==> src/rtl/tick_timer_pkg.sv <==
package tick_timer_pkg;
  typedef enum logic [1:0] {
    MODE_OFF     = 2'b00,
    MODE_RESTART = 2'b01,
    MODE_ONESHOT = 2'b10,
    MODE_CONT    = 2'b11
  } tt_mode_e;

  localparam logic [1:0] ADDR_MODE  = 2'b00;
  localparam logic [1:0] ADDR_COUNT = 2'b01;

  // Control bit positions, counted down from the top of the mode register
  localparam int MODE_HI_OFS = 1;
  localparam int IE_OFS      = 3;
  localparam int IP_OFS      = 4;
endpackage

==> src/rtl/tick_timer_cmp.sv <==
module tick_timer_cmp #(
  parameter int DATA_W = 32,
  parameter int PER_W  = DATA_W - 4
) (
  input  logic [DATA_W-1:0] count_i,
  input  logic [PER_W-1:0]  period_i,
  output logic              match_o
);
  generate
    if (PER_W < DATA_W) begin : g_slice
      logic [DATA_W-PER_W-1:0] unused_hi;
      assign unused_hi = count_i[DATA_W-1:PER_W];
      assign match_o   = (count_i[PER_W-1:0] == period_i);
    end else begin : g_full
      assign match_o = (count_i == period_i);
    end
  endgenerate
endmodule

==> src/rtl/tick_timer_count.sv <==
module tick_timer_count
  import tick_timer_pkg::*;
#(
  parameter int DATA_W = 32
) (
  input  logic              clk_i,
  input  logic              rst_ni,
  input  tt_mode_e          mode_i,
  input  logic              match_i,
  input  logic              wr_i,
  input  logic [DATA_W-1:0] wdata_i,
  output logic [DATA_W-1:0] count_o
);
  logic [DATA_W-1:0] count_q, count_d;

  always_comb begin
    count_d = count_q;
    if (wr_i) begin
      count_d = wdata_i;
    end else begin
      unique case (mode_i)
        MODE_OFF:     count_d = count_q;
        MODE_RESTART: count_d = match_i ? '0 : count_q + 1'b1;
        MODE_ONESHOT: count_d = match_i ? count_q : count_q + 1'b1;
        MODE_CONT:    count_d = count_q + 1'b1;
        default:      count_d = count_q;
      endcase
    end
  end

  always_ff @(posedge clk_i or negedge rst_ni) begin
    if (!rst_ni) count_q <= '0;
    else         count_q <= count_d;
  end

  assign count_o = count_q;

  AST_HOLD_WHEN_OFF: assert property (@(posedge clk_i) disable iff (!rst_ni)
    (mode_i == MODE_OFF && !wr_i) |=> $stable(count_q));
  AST_RESTART_ZERO: assert property (@(posedge clk_i) disable iff (!rst_ni)
    (mode_i == MODE_RESTART && match_i && !wr_i) |=> (count_q == '0));
  AST_ONESHOT_FREEZE: assert property (@(posedge clk_i) disable iff (!rst_ni)
    (mode_i == MODE_ONESHOT && match_i && !wr_i) |=> $stable(count_q));
  AST_CONT_STEP: assert property (@(posedge clk_i) disable iff (!rst_ni)
    (mode_i == MODE_CONT && !wr_i) |=> (count_q == $past(count_q) + 1'b1));
  AST_SW_LOAD: assert property (@(posedge clk_i) disable iff (!rst_ni)
    wr_i |=> (count_q == $past(wdata_i)));
endmodule

==> src/rtl/tick_timer_mode.sv <==
module tick_timer_mode
  import tick_timer_pkg::*;
#(
  parameter int DATA_W = 32,
  parameter int PER_W  = DATA_W - 4
) (
  input  logic              clk_i,
  input  logic              rst_ni,
  input  logic              wr_i,
  input  logic [DATA_W-1:0] wdata_i,
  input  logic              match_i,
  output tt_mode_e          mode_o,
  output logic              ie_o,
  output logic              ip_o,
  output logic [PER_W-1:0]  period_o
);
  localparam int MODE_HI = DATA_W - MODE_HI_OFS;
  localparam int IE_BIT  = DATA_W - IE_OFS;
  localparam int IP_BIT  = DATA_W - IP_OFS;

  tt_mode_e          mode_q;
  logic              ie_q, ip_q, ip_d;
  logic [PER_W-1:0]  period_q;
  logic              clr_req;

  assign clr_req = wr_i && !wdata_i[IP_BIT];

  // A written 0 beats a same-cycle match; a written 1 changes nothing
  always_comb begin
    if (clr_req) ip_d = 1'b0;
    else         ip_d = ip_q | match_i;
  end

  always_ff @(posedge clk_i or negedge rst_ni) begin
    if (!rst_ni) begin
      mode_q   <= MODE_OFF;
      ie_q     <= 1'b0;
      period_q <= '0;
    end else if (wr_i) begin
      mode_q   <= tt_mode_e'(wdata_i[MODE_HI -: 2]);
      ie_q     <= wdata_i[IE_BIT];
      period_q <= wdata_i[PER_W-1:0];
    end
  end

  always_ff @(posedge clk_i or negedge rst_ni) begin
    if (!rst_ni) ip_q <= 1'b0;
    else         ip_q <= ip_d;
  end

  assign mode_o   = mode_q;
  assign ie_o     = ie_q;
  assign ip_o     = ip_q;
  assign period_o = period_q;

  AST_IP_ON_MATCH: assert property (@(posedge clk_i) disable iff (!rst_ni)
    (match_i && !clr_req) |=> ip_q);
  AST_IP_CLEAR_WINS: assert property (@(posedge clk_i) disable iff (!rst_ni)
    clr_req |=> !ip_q);
  AST_IP_STICKY: assert property (@(posedge clk_i) disable iff (!rst_ni)
    (ip_q && !clr_req) |=> ip_q);
endmodule

==> src/rtl/tick_timer.sv <==
module tick_timer
  import tick_timer_pkg::*;
#(
  parameter int DATA_W = 32
) (
  input  logic              clk_i,
  input  logic              rst_ni,
  input  logic              sel_i,
  input  logic              we_i,
  input  logic [1:0]        addr_i,
  input  logic [DATA_W-1:0] wdata_i,
  output logic [DATA_W-1:0] rdata_o,
  input  logic              tick_en_i,
  output logic              irq_o
);
  localparam int PER_W = DATA_W - 4;

  logic              mode_wr, count_wr, match;
  tt_mode_e          mode;
  logic              ie, ip;
  logic [PER_W-1:0]  period;
  logic [DATA_W-1:0] count;

  assign mode_wr  = sel_i && we_i && (addr_i == ADDR_MODE);
  assign count_wr = sel_i && we_i && (addr_i == ADDR_COUNT);

  tick_timer_cmp #(.DATA_W(DATA_W), .PER_W(PER_W)) u_cmp (
    .count_i  (count),
    .period_i (period),
    .match_o  (match)
  );

  tick_timer_count #(.DATA_W(DATA_W)) u_count (
    .clk_i   (clk_i),
    .rst_ni  (rst_ni),
    .mode_i  (mode),
    .match_i (match),
    .wr_i    (count_wr),
    .wdata_i (wdata_i),
    .count_o (count)
  );

  tick_timer_mode #(.DATA_W(DATA_W), .PER_W(PER_W)) u_mode (
    .clk_i    (clk_i),
    .rst_ni   (rst_ni),
    .wr_i     (mode_wr),
    .wdata_i  (wdata_i),
    .match_i  (match),
    .mode_o   (mode),
    .ie_o     (ie),
    .ip_o     (ip),
    .period_o (period)
  );

  always_comb begin
    rdata_o = '0;
    if (sel_i) begin
      unique case (addr_i)
        ADDR_MODE:  rdata_o = {mode, ie, ip, period};
        ADDR_COUNT: rdata_o = count;
        default:    rdata_o = '0;
      endcase
    end
  end

  assign irq_o = ip & ie & tick_en_i;

  AST_IRQ_HELD: assert property (@(posedge clk_i) disable iff (!rst_ni)
    (irq_o && !mode_wr && tick_en_i) |=> (irq_o || !tick_en_i));
  AST_IRQ_GATED: assert property (@(posedge clk_i) disable iff (!rst_ni)
    !tick_en_i |-> !irq_o);
  AST_NO_MATCH_ABOVE: assert property (@(posedge clk_i) disable iff (!rst_ni)
    (mode != MODE_OFF && !count_wr && !mode_wr && !match && !ip) |=> !ip);
endmodule

==> config.mk <==
export PLATFORM = sky130hd
export DESIGN_NAME = tick_timer
export DESIGN_NICKNAME = d
export VERILOG_FILES = /design/src/rtl/tick_timer_pkg.sv /design/src/rtl/tick_timer_cmp.sv /design/src/rtl/tick_timer_count.sv /design/src/rtl/tick_timer_mode.sv /design/src/rtl/tick_timer.sv
export SDC_FILE = /design/constraint.sdc
export NUM_CORES = 1
export LEC_CHECK = 0
export ABC_AREA = 0
export BUFFER_PORTS_ARGS = -buffer_cell sky130_fd_sc_hd__buf_4
export CAP_MARGIN = 20
export CORE_UTILIZATION = 40
export CTS_CLUSTER_SIZE = 40
export DETAILED_ROUTE_END_ITERATION = 10
export MAX_ROUTING_LAYER = met4
export PLACE_DENSITY = 0.7
export SYNTH_ARGS = -nofsm -noshare
export SYNTH_HDL_FRONTEND = slang
export SYNTH_HIERARCHICAL = 1
export SYNTH_SLANG_ARGS = --single-unit
==> constraint.sdc <==
create_clock -name clk_i -period 2.52 [get_ports clk_i]
set_input_delay 0.126 -clock clk_i [delete_from_list [all_inputs] [get_ports clk_i]]
set_output_delay 0.126 -clock clk_i [all_outputs]
set_load 0.01 [all_outputs]
==> flow_metrics.tcl <==
set metrics [dict create \
    status "finished, violations left" \
    violations "setup timing" \
    cts_max_path_buffers 2 \
    dpl-instance-area_um2 5100 \
    startpoint_type "flop" \
    dp.cells 654 \
    num_io_pins 72 \
    tightest_slew_ps 846 \
    mappedNetlistNets 456 \
    timing.max_slew.rel_slack_pct 43.6 \
    dp.final_hpwl_um 8620 \
    via_count_of_the_first_global_routing_pass 3829 \
    grt_start_max_net_pins 65 \
    std_cell_rows 37 \
    cts.clk_slew.worst_paths_ps 70 \
    timing.critical_path.to_type "flop" \
    fin_total_pwr_w 0.00422 \
    setup.worst_path.start "u_mode/period_o[0]" \
    drt.antenna.violating_nets 0 \
    synth.yosys.seq_area_share_pct 38.1 \
    cap_violations 0 \
    postSynthCellCount 416 \
    yosys_warnings 6 \
    period_needed_ps 2590 \
    worst_clock_skew_ps 8.69 \
    fmax_mhz 385 \
    cts_buffers 9 \
    initialDrtViolationCount 215 \
    worst_hold_path_type "input pin to flop" \
    synth_top_cells_by_count "64 x dfrtp_1, 49 x nor2_1, 39 x nand2_1, 33 x mux2i_1, 29 x mux2_4" \
    clock_tree.htree_level_count 3 \
    power.density_cell_area_nw_per_um2 746 \
    drc 0 \
    worst_hold_startpoint "wdata_i[13]" \
    most_used_dff_post_synth "dfrtp_1" \
    layout_worst_path_cycle_share_pct 103 \
    r2r_start "u_mode/period_o[0]" \
    antenna_found_initial 0 \
    cts_tree "built" \
    synthesized_area_divided_by_synthesized_cell_count_um2 10.1 \
    final-setup-viol-count 6 \
    detail_route.first_pass.iterations 5 \
    final_setup_slack_of_the_worst_path_ps -74.1 \
    die-area_um2 10900 \
    netlist_area_um2 4200 \
    non_filler_cells_final 700 \
    grt.overflow.total 0 \
    numPortBuffers 71 \
    vias_per_cell 5.42 \
    ys_async_sr_fraction_pct 100 \
    post_route_cells_drive_above_1_share_pct 36.3 \
    p_leak_nw 2.53 \
    n_antenna_cell 0 \
    worst-endpoint-required_ps 2770 \
    crit_path_max_fanout 3 \
    chipWidth_um 104 \
    core_area_um2 10200 \
    final_nets 601 \
    wire_length_of_the_first_global_routing_pass_um 19500 \
    synth_enable_flop_cells 0 \
    synth_area_leaders "dfrtp_1 38%, mux2_4 10%, mux2i_1 7.9%, xor2_1 5.8%, nor2_1 4.4%" \
    initial_core_util_pct 41.1 \
    last_weighted_congestion_value_of_the_routability_driven_placer 0.932 \
    synth.lib_cells_used.distinct 48 \
    cp_data_arrival_time_ps 2850 \
    clock-sinks 64 \
    finalHoldViolations 0 \
    synth_top_cell_by_area "dfrtp_1" \
    synth.most_common_cell "dfrtp_1" \
    clock_latency_at_the_later_pin_of_the_worst_skew_pair_ps 360 \
    worstSetupPathType "flop to flop" \
    postLayoutCellArea_um2 5660 \
    totalWireLength_um 12100 \
    timing.final.max_slew_violations 0 \
    peakVddDrop_mv 0.348 \
    grt_setup_unrepaired "true" \
    detail_route.wl_per_cell_um 17.3 \
    yosys.area.top_type_share_pct 38.1 \
    track_usage_pct 23.5 \
    die_h_um 104 \
    clock_tree.root_cell "clkbuf_8" \
    num_vias 3792 \
    area_growth_syn_to_layout_pct 34.6 \
    synth_seq_cells 64 \
]
critical path, cell delays in order (launching register included):
cell,delay [ps]
dfrtp_1,400
xor2_1,160
nor4_2,420
nand4_1,210
nor4_4,300
buf_4,180
nor2b_2,50
o211ai_1,240
buf_4,170
or3_1,100
o21ai_1,50
a31o_2,210
final cells by class:
| cell class | instances | area (µm²) |
|---|---|---|
| clock buffer | 13 | 149 |
| multi-input combinational | 327 | 2470 |
| tap | 136 | 170 |
| clock inverter | 1 | 5.00 |
| inverter | 6 | 22.5 |
| timing repair buffer | 153 | 1240 |
| fill | 944 | 4570 |
| sequential | 64 | 1600 |
worst paths after layout:
path                       slack [ps]  depth (start not counted)             endpoint
setup / recovery                  -70                         11  u_count/count_o[30]
hold / removal                     20                          3  u_count/count_o[13]
setup reg to reg                  -70                         11  u_count/count_o[30]
hold reg to reg                   550                          1          u_mode/ie_o
max in group asynchronous        1550                          2  u_count/count_o[17]
min in group asynchronous         420                          2   u_mode/period_o[0]
where the power goes:
| group | total [W] | switching, W | leakage [nW] | internal [W] |
|---|---|---|---|---|
| Clock | 0.000758 | 0.000386 | 0.0794 | 0.000372 |
| Combinational | 0.00191 | 0.000958 | 1.69 | 0.000948 |
| Sequential | 0.00155 | 0.000244 | 0.762 | 0.00131 |
| Total | 0.00422 | 0.00159 | 2.53 | 0.00263 |
layout by cell type, fill, tap and decap left out, types with 18 or more instances in the layout:
cell           count
buf_4            128
nand4_1           18
o21ai_0           24
mux2_4            29
mux2i_1           33
dlygate4sd3_1     19
dfrtp_1           64
xor2_1            28
nand3_1           22
nand2_1           35
nor2_1            47
repair_timing:
item                                    in CTS  in global routing
buffers inserted                             1                 11
endpoints found under the hold margin       89                  0
cloned                                       0                  1
pin swaps                                    1                 14
endpoints found under the setup margin      24                 25
hold buffers                                19                  0
gates resized for setup                      2                 31
through the flow:
step	util, %	TNS (ps)	hold slack (ps)	worst slack [ps]
after global placement	49.8	-122	279	-81.2
after CTS	53.4	0	0.474	0.718
after global routing	55.3	-1520	5.89	-152
after floorplan	-	0	-170	183
after detailed placement	49.8	-1440	281	-158
final	55.3	-207	15.9	-74.1
logic make-up after synthesis:
kind of cell               Yosys count  share of synthesized area, %
AOI/OAI and AO/OA                   62                          9.98
and+or+nand+nor                    160                          19.0
xor gates and xnor gates            40                          8.34
buffers and inverters               25                          5.54
DFF                                 64                          38.1
muxes                               64                          18.8
adders and majority gates            1                         0.298
sequential cells by signal, indices dropped and copies added (netlist names):
signal	cells
u_mode/mode_o	2
u_count/count_o	32
u_mode/ip_o	1
u_mode/ie_o	1
u_mode/period_o	28
per-layer routing:
layer,track usage [%],wire [µm],share of wire [%]
met5,-,0,0
met3,6.70,793,6.5
met1,29.7,5330,44
met4,5.82,148,1.2
met2,37.1,5850,48
Power figures use the tool's default switching activity.
